==> config.mk <==
export PLATFORM = sky130hd
export DESIGN_NAME = ser_mem_slave
export DESIGN_NICKNAME = d
export VERILOG_FILES = /design/src/rtl/sms_pkg.sv /design/src/rtl/sms_bus_sync.sv /design/src/rtl/sms_page_buf.sv /design/src/rtl/sms_busy_timer.sv /design/src/rtl/ser_mem_slave.sv
export SDC_FILE = /design/constraint.sdc
export NUM_CORES = 1
export LEC_CHECK = 0
export ABC_AREA = 1
export BUFFER_PORTS_ARGS = -buffer_cell sky130_fd_sc_hd__clkbuf_2
export CORE_MARGIN = 2
export CORE_UTILIZATION = 45
export DETAILED_ROUTE_END_ITERATION = 10
export HOLD_SLACK_MARGIN = 0.02
export MAX_ROUTING_LAYER = met4
export SLEW_MARGIN = 5
export SYNTH_ARGS = -nofsm -noshare
export SYNTH_HDL_FRONTEND = slang
export SYNTH_SLANG_ARGS = --single-unit
==> constraint.sdc <==
create_clock -name clk_i -period 4.59 [get_ports clk_i]
set_clock_uncertainty 0.1 [all_clocks]
set_input_delay 0.2295 -clock clk_i [delete_from_list [all_inputs] [get_ports clk_i]]
set_output_delay 0.2295 -clock clk_i [all_outputs]
set_load 0.005 [all_outputs]
==> src/rtl/sms_pkg.sv <==
`timescale 1ns/1ps
package sms_pkg;
  localparam int DATA_W = 8;
  localparam int ADDR_W = DATA_W + 1;
  typedef enum logic [2:0] {PH_IDLE, PH_DEV, PH_ADDR, PH_WDATA, PH_RDATA} phase_e;
endpackage

==> src/rtl/sms_bus_sync.sv <==
`timescale 1ns/1ps
module sms_bus_sync #(
  parameter int STAGES = 3
) (
  input  logic clk_i,
  input  logic rst_ni,
  input  logic scl_i,
  input  logic sda_i,
  output logic scl_o,
  output logic sda_o,
  output logic scl_rise_o,
  output logic scl_fall_o,
  output logic start_o,
  output logic stop_o
);
  localparam int N = STAGES - 1;
  logic [N:0] scl_q, sda_q;

  always_ff @(posedge clk_i or negedge rst_ni) begin
    if (!rst_ni) begin
      scl_q <= '1;
      sda_q <= '1;
    end else begin
      scl_q <= {scl_q[N-1:0], scl_i};
      sda_q <= {sda_q[N-1:0], sda_i};
    end
  end

  assign scl_o      = scl_q[N-1];
  assign sda_o      = sda_q[N-1];
  assign scl_rise_o = scl_q[N-1] & ~scl_q[N];
  assign scl_fall_o = ~scl_q[N-1] & scl_q[N];
  assign start_o    = scl_q[N-1] & scl_q[N] & ~sda_q[N-1] & sda_q[N];
  assign stop_o     = scl_q[N-1] & scl_q[N] & sda_q[N-1] & ~sda_q[N];
endmodule

==> src/rtl/sms_page_buf.sv <==
`timescale 1ns/1ps
module sms_page_buf #(
  parameter int PAGE_W = 4,
  parameter int DATA_W = 8
) (
  input  logic              clk_i,
  input  logic              rst_ni,
  input  logic              clr_i,
  input  logic              wr_i,
  input  logic [PAGE_W-1:0] widx_i,
  input  logic [DATA_W-1:0] wdata_i,
  input  logic [PAGE_W-1:0] ridx_i,
  output logic [DATA_W-1:0] rdata_o,
  output logic              rvld_o,
  output logic              any_o
);
  localparam int DEPTH = 1 << PAGE_W;
  logic [DATA_W-1:0] data_q [DEPTH];
  logic [DEPTH-1:0]  vld_q;

  always_ff @(posedge clk_i) begin
    if (wr_i) data_q[widx_i] <= wdata_i;
  end

  always_ff @(posedge clk_i or negedge rst_ni) begin
    if (!rst_ni)   vld_q <= '0;
    else if (clr_i) vld_q <= '0;
    else if (wr_i)  vld_q[widx_i] <= 1'b1;
  end

  assign rdata_o = data_q[ridx_i];
  assign rvld_o  = vld_q[ridx_i];
  assign any_o   = |vld_q;
endmodule

==> src/rtl/sms_busy_timer.sv <==
`timescale 1ns/1ps
module sms_busy_timer #(
  parameter int BUSY_CYCLES = 5000,
  parameter int PAGE_W      = 4
) (
  input  logic              clk_i,
  input  logic              rst_ni,
  input  logic              go_i,
  output logic              busy_o,
  output logic              commit_o,
  output logic [PAGE_W-1:0] idx_o,
  output logic              done_o
);
  localparam int TOTAL = BUSY_CYCLES + (1 << PAGE_W);
  localparam int CW    = $clog2(TOTAL + 1);
  logic [CW-1:0] cnt_q;
  logic [CW-1:0] rel;

  always_ff @(posedge clk_i or negedge rst_ni) begin
    if (!rst_ni)                      cnt_q <= '0;
    else if (cnt_q == '0 && go_i)     cnt_q <= CW'(1);
    else if (cnt_q == CW'(TOTAL))     cnt_q <= '0;
    else if (cnt_q != '0)             cnt_q <= cnt_q + CW'(1);
  end

  assign rel      = cnt_q - CW'(BUSY_CYCLES + 1);
  assign busy_o   = cnt_q != '0;
  assign commit_o = cnt_q > CW'(BUSY_CYCLES);
  assign idx_o    = rel[PAGE_W-1:0];
  assign done_o   = cnt_q == CW'(TOTAL);
endmodule

==> src/rtl/ser_mem_slave.sv <==
`timescale 1ns/1ps
module ser_mem_slave
  import sms_pkg::*;
#(
  parameter int          BUSY_CYCLES = 5000,
  parameter int          PAGE_W      = 4,
  parameter logic [3:0]  DEV_CODE    = 4'hA,
  parameter logic [1:0]  DEV_SEL     = 2'b00
) (
  input  logic              clk_i,
  input  logic              rst_ni,
  input  logic              scl_i,
  input  logic              sda_i,
  output logic              sda_pd_o,
  input  logic              supply_ok_i,
  input  logic              wr_lock_i,
  output logic [ADDR_W-1:0] mem_addr_o,
  output logic              mem_we_o,
  output logic [DATA_W-1:0] mem_wdata_o,
  input  logic [DATA_W-1:0] mem_rdata_i
);
  localparam int HI = ADDR_W - 1;

  logic scl_s, sda_s, scl_rise, scl_fall, start_evt, stop_evt;
  logic busy, commit, done, live, go, buf_wr, buf_clr, buf_rvld, buf_any;
  logic [PAGE_W-1:0] cidx;
  logic [DATA_W-1:0] buf_rdata;

  phase_e            phase_q;
  logic [3:0]        cnt_q;
  logic [DATA_W-1:0] sh_q, tx_q;
  logic [ADDR_W-1:0] addr_q;
  logic              rw_q, mack_q, pd_q;
  logic              dev_match;

  sms_bus_sync #(.STAGES(3)) u_sync (
    .clk_i, .rst_ni, .scl_i, .sda_i,
    .scl_o(scl_s), .sda_o(sda_s), .scl_rise_o(scl_rise), .scl_fall_o(scl_fall),
    .start_o(start_evt), .stop_o(stop_evt)
  );

  sms_busy_timer #(.BUSY_CYCLES(BUSY_CYCLES), .PAGE_W(PAGE_W)) u_timer (
    .clk_i, .rst_ni, .go_i(go), .busy_o(busy), .commit_o(commit),
    .idx_o(cidx), .done_o(done)
  );

  sms_page_buf #(.PAGE_W(PAGE_W), .DATA_W(DATA_W)) u_buf (
    .clk_i, .rst_ni, .clr_i(buf_clr), .wr_i(buf_wr),
    .widx_i(addr_q[PAGE_W-1:0]), .wdata_i(sh_q), .ridx_i(cidx),
    .rdata_o(buf_rdata), .rvld_o(buf_rvld), .any_o(buf_any)
  );

  assign live      = supply_ok_i & ~busy;
  assign dev_match = (sh_q[7:4] == DEV_CODE) && (sh_q[3:2] == DEV_SEL);
  assign go        = live & stop_evt & buf_any & ~wr_lock_i;
  assign buf_wr    = live & ~stop_evt & ~start_evt & scl_fall &
                     (phase_q == PH_WDATA) & (cnt_q == 4'd8);
  // abort, commit end, new transfer, or a locked write all flush the page
  assign buf_clr   = ~supply_ok_i | done | (live & start_evt) |
                     (live & stop_evt & wr_lock_i);

  always_ff @(posedge clk_i or negedge rst_ni) begin
    if (!rst_ni) begin
      phase_q <= PH_IDLE;
      cnt_q   <= '0;
      sh_q    <= '0;
      tx_q    <= '0;
      addr_q  <= '0;
      rw_q    <= 1'b0;
      mack_q  <= 1'b0;
      pd_q    <= 1'b0;
    end else if (!live || stop_evt) begin
      phase_q <= PH_IDLE;
      cnt_q   <= '0;
      pd_q    <= 1'b0;
    end else if (start_evt) begin
      phase_q <= PH_DEV;
      cnt_q   <= '0;
      pd_q    <= 1'b0;
    end else if (scl_rise && phase_q != PH_IDLE) begin
      if (cnt_q < 4'd8) begin
        if (phase_q != PH_RDATA) sh_q <= {sh_q[DATA_W-2:0], sda_s};
        cnt_q <= cnt_q + 4'd1;
      end else if (cnt_q == 4'd8) begin
        cnt_q  <= 4'd9;
        mack_q <= ~sda_s;
      end
    end else if (scl_fall && phase_q != PH_IDLE) begin
      if (cnt_q == 4'd8) begin
        unique case (phase_q)
          PH_DEV: begin
            if (dev_match) begin
              pd_q       <= 1'b1;
              addr_q[HI] <= sh_q[1];
              rw_q       <= sh_q[0];
            end else begin
              phase_q <= PH_IDLE;
            end
          end
          PH_ADDR: begin
            pd_q              <= 1'b1;
            addr_q[HI-1:0]    <= sh_q;
          end
          PH_WDATA: begin
            pd_q                   <= 1'b1;
            addr_q[PAGE_W-1:0]     <= addr_q[PAGE_W-1:0] + PAGE_W'(1);
          end
          default: pd_q <= 1'b0;
        endcase
      end else if (cnt_q == 4'd9) begin
        cnt_q <= '0;
        unique case (phase_q)
          PH_DEV: begin
            if (rw_q) begin
              phase_q <= PH_RDATA;
              tx_q    <= mem_rdata_i;
              pd_q    <= ~mem_rdata_i[DATA_W-1];
              addr_q  <= addr_q + ADDR_W'(1);
            end else begin
              phase_q <= PH_ADDR;
              pd_q    <= 1'b0;
            end
          end
          PH_ADDR:  begin phase_q <= PH_WDATA; pd_q <= 1'b0; end
          PH_WDATA: pd_q <= 1'b0;
          default: begin
            if (mack_q) begin
              tx_q   <= mem_rdata_i;
              pd_q   <= ~mem_rdata_i[DATA_W-1];
              addr_q <= addr_q + ADDR_W'(1);
            end else begin
              phase_q <= PH_IDLE;
              pd_q    <= 1'b0;
            end
          end
        endcase
      end else if (phase_q == PH_RDATA) begin
        pd_q <= ~tx_q[DATA_W-2];
        tx_q <= {tx_q[DATA_W-2:0], 1'b0};
      end
    end
  end

  assign sda_pd_o    = pd_q;
  assign mem_addr_o  = commit ? {addr_q[HI:PAGE_W], cidx} : addr_q;
  assign mem_we_o    = commit & buf_rvld;
  assign mem_wdata_o = buf_rdata;
endmodule

# ---- Word level (Yosys, flattened, before mapping)
# Memories as Yosys holds them, arrays and structs flattened.
# Index checks and enable logic that the tools add are counted.
dict set report totals {
  regBits 69
  mem_bits_rw 128
  input_bits 14
  output_inout_bits 19
  wordCells 180
  memories 1
}
dict set report classes {
  addsub 5
  magnitude_cmp 5
  n_eq_ne 26
  mux 57
  bitwise_logic 38
  n_reduce_logical 34
}
# name depth width read_ports rd_ports_with_merged_regs write_ports line_no
set memory_table {}
lappend memory_table {u_buf.data_q 16 8 1 0 1 sms_page_buf.sv:18} ;# logic [DATA_W-1:0] data_q [DEPTH];
# operator count
set ops {}
lappend ops {{4-bit two-way mux} 10}
lappend ops {{13-bit two-way mux} 3}
lappend ops {{9-bit two-way mux} 4}
lappend ops {{16-bit two-way mux} 2}
lappend ops {{3-bit two-way mux} 10}
lappend ops {{7-bit two-way mux} 4}
lappend ops {{9-bit AND reduction} 3}
lappend ops {{1-bit bitwise AND} 19}
lappend ops {{9-bit case mux with 2 select lines} 1}
lappend ops {{1-bit two-way mux} 16}
lappend ops {{16-bit bitwise OR} 1}
lappend ops {{16-bit OR reduction} 1}
lappend ops {{1-bit inverter} 15}
lappend ops {{7-bit case mux with 2 select lines} 1}
lappend ops {{7-bit AND reduction} 2}
lappend ops {{13-bit by 1-bit adder with 13-bit output (second input constant)} 1}
lappend ops {{13-bit == test (second input constant)} 1}
lappend ops {{13-bit greater-than comparator (second input constant)} 1}
lappend ops {{13-bit logical NOT} 1}
lappend ops {{13-bit nonzero test} 1}
lappend ops {{4-bit == test (second input constant)} 3}
lappend ops {{3-bit inequality test (second input constant)} 4}
lappend ops {{4-bit by 2-bit inequality test with 1-bit output (second input constant)} 3}
lappend ops {{3-bit nonzero test} 4}
lappend ops {{33 further kinds} 54}

# ---- Depth between registers and ports, before layout
dict set report depth {
  word_depth 11
  ltp_mapped 15
  mapped_depth_nobuf 12
}

# ---- Hierarchy
# A second synthesis with hierarchy kept.
dict set report hier_totals {
  cells_unflattened 1192
  area_unflattened_um2 10128.5
}
# module n_inst cells_each area_per_inst_um2 seq_area_each_um2
set modules_own_cells {}
lappend modules_own_cells {sms_page_buf 1 655 6441.2 4244.1}
lappend modules_own_cells {ser_mem_slave 1 381 2523.7 850.8}
lappend modules_own_cells {sms_busy_timer 1 139 964.7 325.3}
lappend modules_own_cells {sms_bus_sync 1 17 198.9 157.7}

# ---- Least setup slack after synthesis
# No wires, ideal clock.
dict set report synth_path {
  kind {reg2reg}
  from {register u_timer.cnt_q[0]}
  to {memory u_buf.data_q[15][0] (enable)}
  setup_time_ns 0.370
  arrival_time_ns 2.131
  required_ns 4.120
  slack_ns 1.989
  stages_incl_launch_ff 12
  path_buffers 3
  synth_period_minus_slack_ns 2.601
  cell_sequence {dfrtp_1 buf_2 inv_1 buf_2 buf_2 ha_1 nand2_2 nor2_4 nand2_2 nor2_4 nand2_2 nor2_1}
}
dict set report synth_via {
  elab_chain_len 10
}
# element line_no
set synth_rtl {}
lappend synth_rtl {{start, declared} sms_busy_timer.sv:16} ;# logic [CW-1:0] cnt_q;
lappend synth_rtl {{start signal, assigned} sms_busy_timer.sv:23} ;# else if (cnt_q != '0) cnt_q <= cnt_q + CW'(1);
lappend synth_rtl {{13-bit nonzero test} sms_busy_timer.sv:27} ;# assign busy_o = cnt_q != '0;
lappend synth_rtl {{1-bit inverter} ser_mem_slave.sv:53} ;# assign live = supply_ok_i & ~busy;
lappend synth_rtl {{1-bit bitwise AND} ser_mem_slave.sv:53}
lappend synth_rtl {{1-bit bitwise AND (4 in series)} ser_mem_slave.sv:56} ;# assign buf_wr = live & ~stop_evt & ~start_evt & scl_fall &
lappend synth_rtl {{1-bit bitwise AND} ser_mem_slave.sv:57} ;# (phase_q == PH_WDATA) & (cnt_q == 4'd8);
lappend synth_rtl {{1-bit two-way mux} sms_page_buf.sv:22} ;# if (wr_i) data_q[widx_i] <= wdata_i;
lappend synth_rtl {{1-bit two-way mux (not written as such)} sms_page_buf.sv:22}
lappend synth_rtl {{end, declared} sms_page_buf.sv:18}
# Every way passes these cells.

# ---- Worst setup path after layout
dict set report layout_path {
  from {register u_timer.cnt_q[1]}
  to {output port mem_wdata_o[6]}
}
dict set report layout_via {
  elab_chain_len 2
}
# element line_no
set layout_rtl {}
lappend layout_rtl {{4-bit subtractor} sms_busy_timer.sv:26} ;# assign rel = cnt_q - CW'(BUSY_CYCLES + 1);
lappend layout_rtl {{memory read 16 x 8 bit} -}
lappend layout_rtl {{end, declared} ser_mem_slave.sv:19} ;# output logic [DATA_W-1:0] mem_wdata_o,
# Every way passes these cells.

==> results.md <==
Global route:
- The remaining global-route overflow is 0.
- The largest net degree at the start of global routing is 83.
- The initial antenna violation count is 0.
- Global routing consumed, over all layers together, 22.0% of the routing resources.
- The number of global-route vias before repair is 6575.
- The first global-routing pass estimated 35900 um of wire.

Clock tree:
- The total CTS buffers is 17.
- CTS built an H-tree with a depth of 4.
- TritonCTS built the clock tree.
- The post-cts resize count is 0.
- The buffer levels on the longest clock path is 2.
- The root buffer cell chosen for the clock tree is clkbuf_16.
- Clock-pin slew was measured on the worst setup and hold paths at 70 ps.
- Clock latency on the worst-skew pair, taken at its later pin, is 440 ps.
- The number of sinks on the clock net is 197.

Detailed routing:
- For this run, design rule violations remaining after detail routing come to 0.
- The routed design has 22300 um of wire.
- The routed wire length per instance is 17.9 um.
- The average vias per placed instance is 5.43.
- The detailed router finished its first iteration with 529 violations.
- The total number of vias is 6786.
- Once detail routing completed, the nets flagged for antenna violations numbered 0.
- The count of TritonRoute iterations in the first routing pass is 5.

Worst setup path:
- The worst setup path is of the reg -> out kind.
- The critical path startpoint category is a register.
- The data required time at the worst endpoint is 4260 ps.
- The cell repeated most along the worst path is inv_1.
- The cell with the largest stage delay on the worst path is inv_1.
- The cell family contributing the most delay on the critical path is buffers and inverters.
- The largest single stage delay on the critical path is 940 ps.
- The kind of end point of the critical path is an output pin.
- The largest fanout of any net on the critical path is 38.
- The endpoint arrival time on the critical path is 3340 ps.
- Traced cell by cell, the critical path runs through inv_1 -> ha_1 -> buf_4 -> inv_1 -> o21ai_0 -> o22ai_1 -> o211ai_1 -> nand2_1 -> clkbuf_2.
- The buffer and inverter count on the worst path is 4.

Cells and area:
- The area growth from synthesis to final layout is 11.4%.
- The repair_antennas step left the layout with diodes totalling 0.
- The final instance area is 0.0104 sq mm.
- The share of final-layout standard cells stronger than drive strength 1 is 13.9%.
- The end-of-flow core utilization is 51.2%.
- After the last flow step, the layout net total stands at 990.

Run:
- The tool flagged a number of max-cap violations equal to 0.

Synth:
- The Yosys step of the flow raised 0 warnings.
- The average cell area after synthesis is 9.90 sq um.
- The synthesized instance count is 939.
- The dominant synthesized flop cell is edfxtp_1.
- The area share of the largest cell type after synthesis is 41.3%.
- In this run, synthesis produced a sequential element count of 197.
- Summing every instance area after synthesis gives 0.00930 sq mm.
- The count of cell types in the netlist is 37.
- Sorting the synthesized cells by area gives the leading types as edfxtp_1 41%, dfrtp_1 17%, nand2_1 5.8%.
- The proportion of synthesized chip area in sequential cells is 60.0%.
- In this run, synthesis inferred 128 flip-flops with an integrated enable.
- When the netlist entered floorplanning its net count stood at 963.
- The share of flip-flops with an asynchronous set or reset is 35.0%.
- Of all cell types, the one taking the most synthesized area is edfxtp_1.

STA:
- The slew at the pin closest to its max-slew limit is 1230 ps.
- The number of max-slew violations in the final report is 0.
- The number of hold violations in the final report was 0.
- The remaining max-slew budget at the tightest pin is 17.6%.
- Timing would allow up to 0.272 GHz.
- Setup repair after global routing left no endpoint under its margin.
- The final worst-path setup slack is 920 ps.
- The setup total negative slack is 0 ps.
- The final setup violation count is 0.
- The final critical path takes up 80.0% of the cycle.
- The clock period minus worst slack is 3670 ps.

Outcome:
- The run finished with clean final reports.

Placed design:
- The wire-length estimate of the detail-placed layout is 14300 um.
- The number of buffers inserted by port buffering is 32.
- Summing all placed instances gives a cell area of 0.00964 sq mm.
- At the end of routability-driven placement, the weighted congestion stood at 0.848.
- The worst slack at placement is 1440 ps.

Die:
- The initial core utilization is 45.9%.
- The floorplan has 52 rows.
- In this run the vertical extent of the chip is 148 um.
- Pin placement for this block handled 33 I/O pins.
- The core footprint is 0.0202 sq mm.
- The floorplan step set the die width to 148 um.
- The floorplan step defined a die boundary enclosing 0.0218 sq mm.

Min path:
- In this run the worst hold path is classified as in -> reg.

Pwr:
- Dividing total power by cell area gives a power density of 331 mW/mm^2.
- The leakage dissipation is 4.41 nW.
- The design draws 0.00343 W.
- The worst ir drop on vdd is 0.000274 V.
==> per-stage QoR <==
step                hold WS, ps  std cells
finish                     59.1       1249
global route               61.1       1249
CTS                        42.9       1249
detailed placement          219       1206
global placement            217       1206
floorplan                  -166        939
==> kinds of logic (layout without fill, tap and decap cells) <==
| kind of cell | after synthesis | after routing | share of synthesized area (%) |
|---|---|---|---|
| and+or+nand+nor | 370 | 370 | 18.0 |
| AOI/OAI and AO/OA | 210 | 210 | 13.0 |
| DFF | 197 | 197 | 60.0 |
| buffers and inverters | 138 | 178 | 6.04 |
| adders and majority gates | 10 | 10 | 1.35 |
| xor gates and xnor gates | 8 | 8 | 0.915 |
| muxes | 6 | 6 | 0.646 |
==> cells in the mapped netlist (all sizes together), types with 21 or more instances <==
master and instances:
nor2 141, inv 99, o21ai 118, dfrtp 63, nand3 39, buf 21
nand2 155, a21oi 38, edfxtp 128
==> tightest hold or removal path, delay by kind of cell <==
family | cells | cell delay [ps]
AOI/OAI and AO/OA | 2 | 120
and+or+nand+nor | 1 | 90
buffers and inverters | 1 | 110
==> placed cells by master, fill, tap and decap left out, types with 6 or more instances in the layout <==
cell type      synthesis  final
o21ai_2                8      8
nand3_1               34     34
inv_1                 88     87
nor2_2                13     13
nor3_1                 9      9
mux2i_1                6      6
dlygate4sd3_1          0     11
clkbuf_16              0     19
dfstp_2                6      6
clkbuf_2               0     31
inv_2                 11     12
nor2_4                 8      8
a21oi_1               38     38
o22ai_1               18     18
o221ai_1              16     16
o21ai_0               87     87
dfrtp_1               63     62
nand2_2               11     11
edfxtp_1             128    128
o211ai_1              18     18
nand4_1               18     18
nor2_1               120    120
nand2_1              144    144
ha_1                  10     10
o21ai_1               23     23
==> timing repair <==
item	CTS	global route
hold buffers	11	0
setup buffers	0	0
hold endpoints to repair	73	0
==> area by class of cell <==
class / instances / area [sq um]
fillers: 1829 / 9870
flip-flops and latches: 197 / 5580
multi-input cells: 604 / 3160
clock buffers: 20 / 479
inverters: 99 / 372
well taps: 270 / 338
repair buffers: 47 / 303
clock inverters: 12 / 131
==> final timing paths <==
| kind | to | startpoint | depth (start not counted) | slack, ps |
|---|---|---|---|---|
| min in group asynchronous | phase_q[1] | rst_ni | 2 | 340 |
| max in group asynchronous | u_timer.cnt_q[0] | rst_ni | 2 | 3380 |
| hold / removal | u_timer.cnt_q[0] | wr_lock_i | 4 | 60 |
| setup / recovery | mem_wdata_o[6] | u_timer.cnt_q[1] | 9 | 920 |
| hold reg to reg | u_sync.scl_q[1] | u_sync.scl_q[0] | 0 | 250 |
| setup reg to reg | u_buf.data_q[15][1] | cnt_q[0] | 6 | 1820 |
==> registers in the layout, summed over array words and instances, names as in the netlist, 3 cells and up <==
name,cells
u_buf.data_q,128
u_buf.vld_q,16
u_timer.cnt_q,13
addr_q,9
sh_q,8
tx_q,7
cnt_q,4
phase_q,3
u_sync.scl_q,3
u_sync.sda_q,3
==> report_power, final <==
| part | switching (W) | total, W | internal [W] |
|---|---|---|---|
| logic | 0.0000219 | 0.0000336 | 0.0000117 |
| registers | 0.00000190 | 0.00188 | 0.00188 |
| clock network | 0.000727 | 0.00152 | 0.000790 |
==> routing by layer <==
layer	GRT usage [%]	wire length, um	vias up
met4	6.68	343	0
met5	-	0	-
met3	3.52	1260	28
met1	30.7	10400	3255
li1	-	-	3291
met2	33.5	10300	212
Note: power is estimated with default switching activity, not from simulation.
